--- src/rtl/port_router_pkg.sv ---
package port_router_pkg;

    typedef enum logic [1:0] {
        MK_NORMAL = 2'd0,
        MK_DEVICE = 2'd1,
        MK_STRONG = 2'd2,
        MK_RSVD   = 2'd3
    } mem_kind_e;

    typedef enum logic [1:0] {
        RQ_DATA  = 2'd0,
        RQ_FETCH = 2'd1,
        RQ_DMA   = 2'd2,
        RQ_OTHER = 2'd3
    } req_src_e;

    typedef enum logic [1:0] {
        DST_MAIN   = 2'd0,
        DST_PERIPH = 2'd1,
        DST_REJECT = 2'd2,
        DST_NONE   = 2'd3
    } dest_e;

    typedef struct packed {
        req_src_e  src;
        mem_kind_e kind;
        logic      shared;
        logic      excl;
        logic [1:0] size;
    } req_attr_t;

    // low address bits must be zero below the transfer size
    function automatic logic misaligned(input logic [2:0] lo, input logic [1:0] size);
        logic [2:0] mask;
        mask = 3'((4'd1 << size) - 4'd1);
        return |(lo & mask);
    endfunction

endpackage

--- src/rtl/pr_route_decode.sv ---
module pr_route_decode
    import port_router_pkg::*;
(
    input  req_attr_t  attr,
    input  logic [2:0] addr_lo,
    input  logic       remap_en,
    output dest_e      dest
);
    logic private_dev;
    logic bad_for_narrow;

    always_comb begin
        private_dev    = (attr.src == RQ_DATA) && (attr.kind == MK_DEVICE)
                         && !attr.shared && !remap_en;
        bad_for_narrow = attr.excl || misaligned(addr_lo, attr.size);
        if (!private_dev)
            dest = DST_MAIN;
        else if (bad_for_narrow)
            dest = DST_REJECT;
        else
            dest = DST_PERIPH;
    end
endmodule

--- src/rtl/pr_periph_gate.sv ---
module pr_periph_gate (
    input  logic clk,
    input  logic rst,
    input  logic issue,
    input  logic done,
    output logic busy
);
    always_ff @(posedge clk) begin
        if (rst)
            busy <= 1'b0;
        else if (issue)
            busy <= 1'b1;
        else if (done)
            busy <= 1'b0;
    end

    AST_BUSY_AFTER_ISSUE: assert property (@(posedge clk) disable iff (rst)
        issue |=> busy);
endmodule

--- src/rtl/pr_issue_stage.sv ---
module pr_issue_stage
    import port_router_pkg::*;
#(
    parameter int ADDR_W    = 32,
    parameter int MAIN_DW   = 64,
    parameter int PERIPH_DW = 32
) (
    input  logic                 clk,
    input  logic                 rst,
    input  logic                 accept,
    input  dest_e                dest,
    input  logic [ADDR_W-1:0]    addr,
    input  logic [1:0]           size,
    input  logic                 write,
    input  logic [MAIN_DW-1:0]   wdata,
    output logic                 main_valid,
    output logic                 periph_valid,
    output logic                 err_valid,
    output logic [ADDR_W-1:0]    addr_q,
    output logic [1:0]           size_q,
    output logic                 write_q,
    output logic [MAIN_DW-1:0]   wdata_q,
    output logic [PERIPH_DW-1:0] periph_wdata
);
    localparam int LANES    = MAIN_DW / PERIPH_DW;
    localparam int LANE_LSB = $clog2(PERIPH_DW / 8);
    localparam int LANE_W   = (LANES > 1) ? $clog2(LANES) : 1;

    always_ff @(posedge clk) begin
        if (rst) begin
            main_valid   <= 1'b0;
            periph_valid <= 1'b0;
            err_valid    <= 1'b0;
            addr_q       <= '0;
            size_q       <= '0;
            write_q      <= 1'b0;
            wdata_q      <= '0;
        end else begin
            main_valid   <= accept && (dest == DST_MAIN);
            periph_valid <= accept && (dest == DST_PERIPH);
            err_valid    <= accept && (dest == DST_REJECT);
            if (accept) begin
                addr_q  <= addr;
                size_q  <= size;
                write_q <= write;
                wdata_q <= wdata;
            end
        end
    end

    generate
        if (LANES > 1) begin : g_lane
            logic [LANE_W-1:0] lane;
            assign lane         = addr_q[LANE_LSB +: LANE_W];
            assign periph_wdata = wdata_q[lane*PERIPH_DW +: PERIPH_DW];
        end else begin : g_flat
            assign periph_wdata = wdata_q[PERIPH_DW-1:0];
        end
    endgenerate
endmodule

--- src/rtl/port_router.sv ---
module port_router
    import port_router_pkg::*;
#(
    parameter int ADDR_W    = 32,
    parameter int MAIN_DW   = 64,
    parameter int PERIPH_DW = 32
) (
    input  logic                 clk,
    input  logic                 rst,
    input  logic                 req_valid,
    output logic                 req_ready,
    input  logic [ADDR_W-1:0]    req_addr,
    input  logic [1:0]           req_size,
    input  logic                 req_write,
    input  logic [MAIN_DW-1:0]   req_wdata,
    input  logic [1:0]           req_mtype,
    input  logic                 req_shared,
    input  logic [1:0]           req_src,
    input  logic                 req_excl,
    input  logic                 remap_en,
    output logic                 main_valid,
    output logic [ADDR_W-1:0]    main_addr,
    output logic [1:0]           main_size,
    output logic                 main_write,
    output logic [MAIN_DW-1:0]   main_wdata,
    output logic                 periph_valid,
    output logic [ADDR_W-1:0]    periph_addr,
    output logic [1:0]           periph_size,
    output logic                 periph_write,
    output logic [PERIPH_DW-1:0] periph_wdata,
    input  logic                 periph_done,
    output logic                 err_valid
);
    req_attr_t         attr;
    dest_e             dest;
    logic              busy;
    logic              accept;
    logic [ADDR_W-1:0] addr_q;
    logic [1:0]        size_q;
    logic              write_q;
    logic [MAIN_DW-1:0] wdata_q;

    always_comb begin
        attr.src    = req_src_e'(req_src);
        attr.kind   = mem_kind_e'(req_mtype);
        attr.shared = req_shared;
        attr.excl   = req_excl;
        attr.size   = req_size;
    end

    pr_route_decode u_decode (
        .attr     (attr),
        .addr_lo  (req_addr[2:0]),
        .remap_en (remap_en),
        .dest     (dest)
    );

    assign req_ready = !(busy && (dest == DST_PERIPH));
    assign accept    = req_valid && req_ready;

    pr_periph_gate u_gate (
        .clk   (clk),
        .rst   (rst),
        .issue (accept && (dest == DST_PERIPH)),
        .done  (periph_done),
        .busy  (busy)
    );

    pr_issue_stage #(
        .ADDR_W    (ADDR_W),
        .MAIN_DW   (MAIN_DW),
        .PERIPH_DW (PERIPH_DW)
    ) u_issue (
        .clk          (clk),
        .rst          (rst),
        .accept       (accept),
        .dest         (dest),
        .addr         (req_addr),
        .size         (req_size),
        .write        (req_write),
        .wdata        (req_wdata),
        .main_valid   (main_valid),
        .periph_valid (periph_valid),
        .err_valid    (err_valid),
        .addr_q       (addr_q),
        .size_q       (size_q),
        .write_q      (write_q),
        .wdata_q      (wdata_q),
        .periph_wdata (periph_wdata)
    );

    assign main_addr    = addr_q;
    assign main_size    = size_q;
    assign main_write   = write_q;
    assign main_wdata   = wdata_q;
    assign periph_addr  = addr_q;
    assign periph_size  = size_q;
    assign periph_write = write_q;

    AST_ONE_PULSE: assert property (@(posedge clk) disable iff (rst)
        $onehot0({main_valid, periph_valid, err_valid}));
    AST_NARROW_SINGLE: assert property (@(posedge clk) disable iff (rst)
        periph_valid |=> !periph_valid);
    AST_STALL_ONLY_BUSY: assert property (@(posedge clk) disable iff (rst)
        (req_valid && !req_ready) |-> busy);
    AST_NARROW_DATA_SRC: assert property (@(posedge clk) disable iff (rst)
        periph_valid |-> ($past(req_src) == 2'd0));
    AST_REMAP_WIDE: assert property (@(posedge clk) disable iff (rst)
        periph_valid |-> !$past(remap_en));
    AST_ERR_CAUSE: assert property (@(posedge clk) disable iff (rst)
        err_valid |-> ($past(req_excl)
                       || misaligned($past(req_addr[2:0]), $past(req_size))));
endmodule

--- config.mk ---
export PLATFORM = sky130hd
export DESIGN_NAME = port_router
export DESIGN_NICKNAME = d
export VERILOG_FILES = /design/src/rtl/port_router_pkg.sv /design/src/rtl/pr_route_decode.sv /design/src/rtl/pr_periph_gate.sv /design/src/rtl/pr_issue_stage.sv /design/src/rtl/port_router.sv
export SDC_FILE = /design/constraint.sdc
export NUM_CORES = 1
export LEC_CHECK = 0
export BUFFER_PORTS_ARGS = -buffer_cell sky130_fd_sc_hd__buf_2
export CAP_MARGIN = 20
export CORE_MARGIN = 2
export CORE_UTILIZATION = 40
export DETAILED_ROUTE_END_ITERATION = 7
export GPL_ROUTABILITY_DRIVEN = 0
export GPL_TIMING_DRIVEN = 0
export PLACE_DENSITY_LB_ADDON = 0.15
export SLEW_MARGIN = 0
export SYNTH_ARGS = -nofsm -noshare
export SYNTH_HDL_FRONTEND = slang
export SYNTH_HIERARCHICAL = 1
export SYNTH_SLANG_ARGS = --single-unit
--- constraint.sdc ---
create_clock -name clk -period 2.2 [get_ports clk]
set_input_delay 0.22 -clock clk [delete_from_list [all_inputs] [get_ports clk]]
set_output_delay 0.22 -clock clk [all_outputs]
set_load 0.1 [all_outputs]
# == Yosys cells after proc, flatten, opt, wreduce, memory -nomap -nowiden ==
# Index checks and enable logic that the tools add are counted.
# op_classes
shift,2
eq_ne,3
bitwise,1
mux,4
add_sub_neg,1
reduce_logical,16
# ops
op,count
64-bit by 7-bit indexed part select with 32-bit output,1
1-bit logical AND,8
"2-bit by 1-bit == test with 1-bit output, second input constant",2
2-bit logical NOT,2
2-bit 2-to-1 mux,2
3-bit AND,1
1-bit logical NOT,3
3-bit OR reduction,1
"1-bit by 2-bit << shifter with 3-bit output, first input constant",1
"3-bit by 1-bit subtractor with 3-bit output, second input constant",1
"2-bit == test, second input constant",1
1-bit 2-to-1 mux,2
2-bit nonzero test,1
1-bit logical OR,1
# word_totals
output_inout_bits,170
word_cells,35
reg_bits,103

# == Longest topological paths before layout ==
# depth
depth_word,13
ltp_mapped,10
mapped_depth_nobuf,7

# == By module ==
# The synthesis kept the hierarchy.
# modules_own_cells
module,cells_each,area_each_um2,n_inst
pr_issue_stage,362,4086.4,1
port_router,38,301.5,1
pr_route_decode,8,53.8,1
pr_periph_gate,4,38.8,1

# == Worst setup path after synthesis ==
# OpenSTA, ideal clock, no wires.
# synth_timing
kind,input port to flip-flop
from,input req_addr[2]
to,register u_issue.addr_q[0]
stages,10
required_time_ns,2.072
n_path_buf,3
path_slack_ns,-0.124
setup_time_ns,0.128
arrival_time_ns,2.196
path_cell_list,a21o_1 a211oi_2 nor2b_1 nand3b_4 and2_1 buf_4 buf_12 buf_12 mux2i_1 nor2_1
# synth_via
elab_chain_len,9
# synth_lines
item,line,rtl
"start, declared",port_router.sv:12,"input logic [ADDR_W-1:0] req_addr,"
3-bit AND,port_router_pkg.sv:36,return |(lo & mask);
3-bit OR reduction,port_router_pkg.sv:36,
1-bit logical OR,pr_route_decode.sv:15,"bad_for_narrow = attr.excl || misaligned(addr_lo, attr.size);"
2-bit 2-to-1 mux,pr_route_decode.sv:18,else if (bad_for_narrow)
2-bit 2-to-1 mux,pr_route_decode.sv:16,if (!private_dev)
via dest[0],port_router.sv:35,dest_e dest;
2-bit by 1-bit == test with 1-bit output,port_router.sv:58,assign req_ready = !(busy && (dest == DST_PERIPH));
1-bit logical AND,port_router.sv:58,
1-bit logical NOT,port_router.sv:58,
via req_ready,port_router.sv:11,"output logic req_ready,"
1-bit logical AND,port_router.sv:59,assign accept = req_valid && req_ready;
via accept,port_router.sv:37,logic accept;
"end signal, assigned",pr_issue_stage.sv:43,addr_q <= addr;
"end, declared",pr_issue_stage.sv:19,"output logic [ADDR_W-1:0] addr_q,"
# The timed path passes the listed nets, and every way through them passes these cells.
# A chain may end at the register's enable or synchronous reset.

# == Worst setup path in the final report ==
# layout_timing
from,register u_issue.addr_q[2]
to,output periph_wdata[24]
# layout_via
elab_chain_len,1
# layout_lines
item,line,rtl
64-bit by 7-bit indexed part select with 32-bit output,pr_issue_stage.sv:55,assign periph_wdata = wdata_q[lane*PERIPH_DW +: PERIPH_DW];
"end, declared",port_router.sv:30,"output logic [PERIPH_DW-1:0] periph_wdata,"
# No other way between the ends.

==> run_results.csv <==
group,metric,value,unit
sta,slew_margin_rel,66.0,%
die,dieWidth,110,µm
clocking,cell_at_the_root_of_the_clock_tree,"sky130_fd_sc_hd__clkbuf_8",
sta,setup-tns-final,0,ns
drt,detail_route.wl_per_cell,14.2,µm
sta,timing.final.crit_share,91.1,%
critical_path,cp-start-kind,"flop",
critical_path,crit_cells,4,
clocking,ctsHtreeMaxLevel,3,
drt,detail_route.vias_per_cell,4.48,
die,total_number_of_placement_rows,38,
final_layout,stdcell_count,847,
logic_synthesis,synth-seq-cells,103,
critical_path,arrival,1.78,ns
logic_synthesis,postSynth.topFlopCell,"sky130_fd_sc_hd__dfxtp_1",
critical_path,critical-path-top-cell-by-count,"sky130_fd_sc_hd__buf_2",
die,io_pins,280,
sta,unrepaired_setup_endpoints_after_global_routing,"no",
critical_path,r2r_setup_slack,0.72,ns
critical_path,worstSetupEndpointType,"output pin",
critical_path,crit_required,1.98,ns
critical_path,worstSetupStartpoint,"u_issue/addr_q[2]$_SDFFE_PP0P_",
final_layout,num-fill-cells,1020,
run,cap_viol_max_count,0,
drt,detail-route-antenna-nets,0,
logic_synthesis,seq_area_frac_synth,46.0,%
min_path,timing.hold.worst.class,"input pin to flop",
sta,fin_hold_ws,0.0521,ns
logic_synthesis,synth_enable_flop_cells,0,
sta,fmax,499,MHz
logic_synthesis,synth_area_leaders,"sky130_fd_sc_hd__dfxtp_1, sky130_fd_sc_hd__mux2i_1, sky130_fd_sc_hd__nor2_1",
drt,postRouteWirelength,12.0,mm
outcome,run_status,"finished clean",
final_layout,layout.nets,812,
clocking,cts_tree,"yes",
placed_design,placedCellCount,831,
final_layout,post_route_cells_drive_above_1_share,54.6,%
critical_path,critical_path_peak_fanout,10,
logic_synthesis,postSynthCellCount,412,
clocking,cts-root-to-sink-buffers,2,
final_layout,multiInputGateArea,0.00188,mm²
placed_design,numPortBuffers,279,
critical_path,setup.worst_path.end,"periph_wdata[24]",
global_routing,grt_max_degree,17,
clocking,tritoncts_num_sinks,103,
sta,postLayoutSetupSlackWorst,0.197,ns
clocking,insertion_delay,0.37,ns
logic_synthesis,ys_warn_count,6,
final_layout,final_design_area_no_fill,0.00624,mm²
logic_synthesis,ys_types,23,
die,overall_die_area,0.0121,mm²
sta,maxSlewViolCount,0,
power_and_ir_drop,irDropWorstVdd,0.000544,V
critical_path,worst-r2r-cell-count,7,
final_layout,post-route-util,57.3,%
drt,detailedRoute.firstIterationViolations,87,
die,core_region_area,0.0109,mm²
critical_path,critPathBufInv,3,
clocking,clk_transition_reported_paths,0.09,ns
global_routing,grtUsageTotal,19.0,%
global_routing,antenna_found_initial,0,
clocking,post-cts-setup-buffer-count,0,
power_and_ir_drop,powerDensity,839,mW/mm²
logic_synthesis,synth_top_area_share,46.0,%
critical_path,critical_path.top_delay_family,"buffers and inverters",
critical_path,cells_along_the_critical_path,"buf_2 -> buf_6 -> mux2_2 -> buf_2",
drt,route.detailed.drc,0,
logic_synthesis,netlist.top_cell.by_area,"sky130_fd_sc_hd__dfxtp_1",
die,die_y,110,µm
clocking,holdBufCountCts,0,
drt,via_count,3793,
logic_synthesis,postSynthAreaPerCell,10.9,µm²
final_layout,diodes,0,
die,floorplan.initialDensity,41.2,%
logic_synthesis,syn-cell-area,0.00448,mm²
global_routing,first_global_vias,3482,
clocking,cts.repair.resized,0,
sta,max_slew.worst_pin.slew,0.514,ns
final_layout,sequential_cell_area,0.00206,mm²
critical_path,timing.critical_path.slowest_cell_delay,0.37,ns
sta,final_critical_path_required_period,2.00,ns
placed_design,detailedPlace.worstSlack,-0.127,ns
global_routing,global_route_wire_length_before_repair,17.3,mm
critical_path,r2r-end,"u_issue/wdata_q[46]$_SDFFE_PP0P_",
power_and_ir_drop,design_power_total,5.24,mW
clocking,cts-buffers-inserted,9,
critical_path,slowest_stage,"sky130_fd_sc_hd__dfxtp_1",
sta,hold_viol_final,0,
logic_synthesis,synth_fp_nets,522,
final_layout,syn2layout_area_growth,39.3,%
sta,final_setup_skew,0.0100,ns
drt,firstDrtPassIters,4,
critical_path,path_class,"flop to output pin",
power_and_ir_drop,p_leak,3.55,nW
placed_design,postPlaceCellArea,0.00606,mm²
logic_synthesis,synthArstFlopShare,0,%
critical_path,critical_path.reg2reg.startpoint,"u_gate/busy$_SDFFE_PP0P_",
global_routing,globalRoute.totalOverflow,0,
sta,finalSetupViolations,0,
placed_design,dp_hpwl,9.37,mm
how the worst min path moves through the flow:
| stage | from | endpoint | slack, ns | depth (start not counted) |
|---|---|---|---|---|
| after floorplan | rst | u_gate/busy$_SDFFE_PP0P_ | 0.28 | 1 |
| after global placement | rst | u_gate/busy$_SDFFE_PP0P_ | 0.42 | 2 |
| after detailed placement | rst | u_gate/busy$_SDFFE_PP0P_ | 0.42 | 2 |
| after CTS | rst | u_gate/busy$_SDFFE_PP0P_ | 0.03 | 2 |
| after global routing | rst | u_gate/busy$_SDFFE_PP0P_ | 0.04 | 2 |
| final | rst | u_gate/busy$_SDFFE_PP0P_ | 0.05 | 2 |
worst reg2reg max path: stages, from the launching register on:
cell                       delay [ns]
sky130_fd_sc_hd__dfxtp_1         0.40
sky130_fd_sc_hd__nand3b_4        0.09
sky130_fd_sc_hd__and2_1          0.17
sky130_fd_sc_hd__buf_4           0.15
sky130_fd_sc_hd__buf_12          0.15
sky130_fd_sc_hd__buf_12          0.16
sky130_fd_sc_hd__mux2i_1         0.18
sky130_fd_sc_hd__nor2_1          0.07
flip-flops by register name, indices dropped and copies added, names as in the netlist:
name                  count
u_issue/size_q            2
u_gate/busy               1
u_issue/err_valid         1
u_issue/main_valid        1
u_issue/write_q           1
u_issue/addr_q           32
u_issue/periph_valid      1
u_issue/wdata_q          64
logic make-up (layout without fill, tap and decap cells):
family | Yosys count | in the layout | share of synthesized area (%)
mux | 131 | 131 | 30.2
flops | 103 | 103 | 46.0
compound gates | 4 | 4 | 0.810
simple gates | 111 | 111 | 10.7
buf+inv | 63 | 358 | 12.3
final cells by class:
cell class / instances / area share [%]
flip-flops and latches: 103 / 33.0
multi-input cells: 246 / 30.0
repair buffers: 279 / 22.4
plain buffers: 62 / 8.76
well taps: 140 / 2.81
clock buffers: 11 / 2.42
clock inverters: 5 / 0.521
inverters: 1 / 0.0601
power breakdown:
group	internal (mW)	switching, mW
Clock	0.472	0.627
Combinational	0.426	1.66
Sequential	1.97	0.0802
Total	2.87	2.36
cells in the final DEF, fill, tap and decap left out, drive strengths merged:
cell type / count
and2: 1
clkinv: 5
inv: 1
nand2b: 1
mux2i: 99
a21oi: 1
mux2: 32
o21a: 1
dfxtp: 103
and4bb: 2
nand3b: 1
nor2b: 1
nand2: 1
nor4bb: 1
clkbuf: 21
nor2: 101
nor4b: 2
buf: 331
a21o: 1
a211oi: 1
synthesized netlist by cell type, types with 2 or more instances:
cell / instances
sky130_fd_sc_hd__buf_12: 9
sky130_fd_sc_hd__mux2i_1: 99
sky130_fd_sc_hd__nor2_1: 101
sky130_fd_sc_hd__dfxtp_1: 103
sky130_fd_sc_hd__mux2_2: 32
sky130_fd_sc_hd__buf_2: 2
sky130_fd_sc_hd__and4bb_2: 2
sky130_fd_sc_hd__clkbuf_1: 10
sky130_fd_sc_hd__buf_4: 38
sky130_fd_sc_hd__buf_6: 3
metal layers:
metal	vias up	part of all wire (%)	wire length (µm)	GRT usage, %
li1	1916	-	-	-
met1	1703	40	4800	21.6
met2	162	50	6010	33.8
met3	12	8.2	981	4.39
met4	0	1.8	212	8.05
met5	-	0	0	0
(Power assumes the default switching activity.)
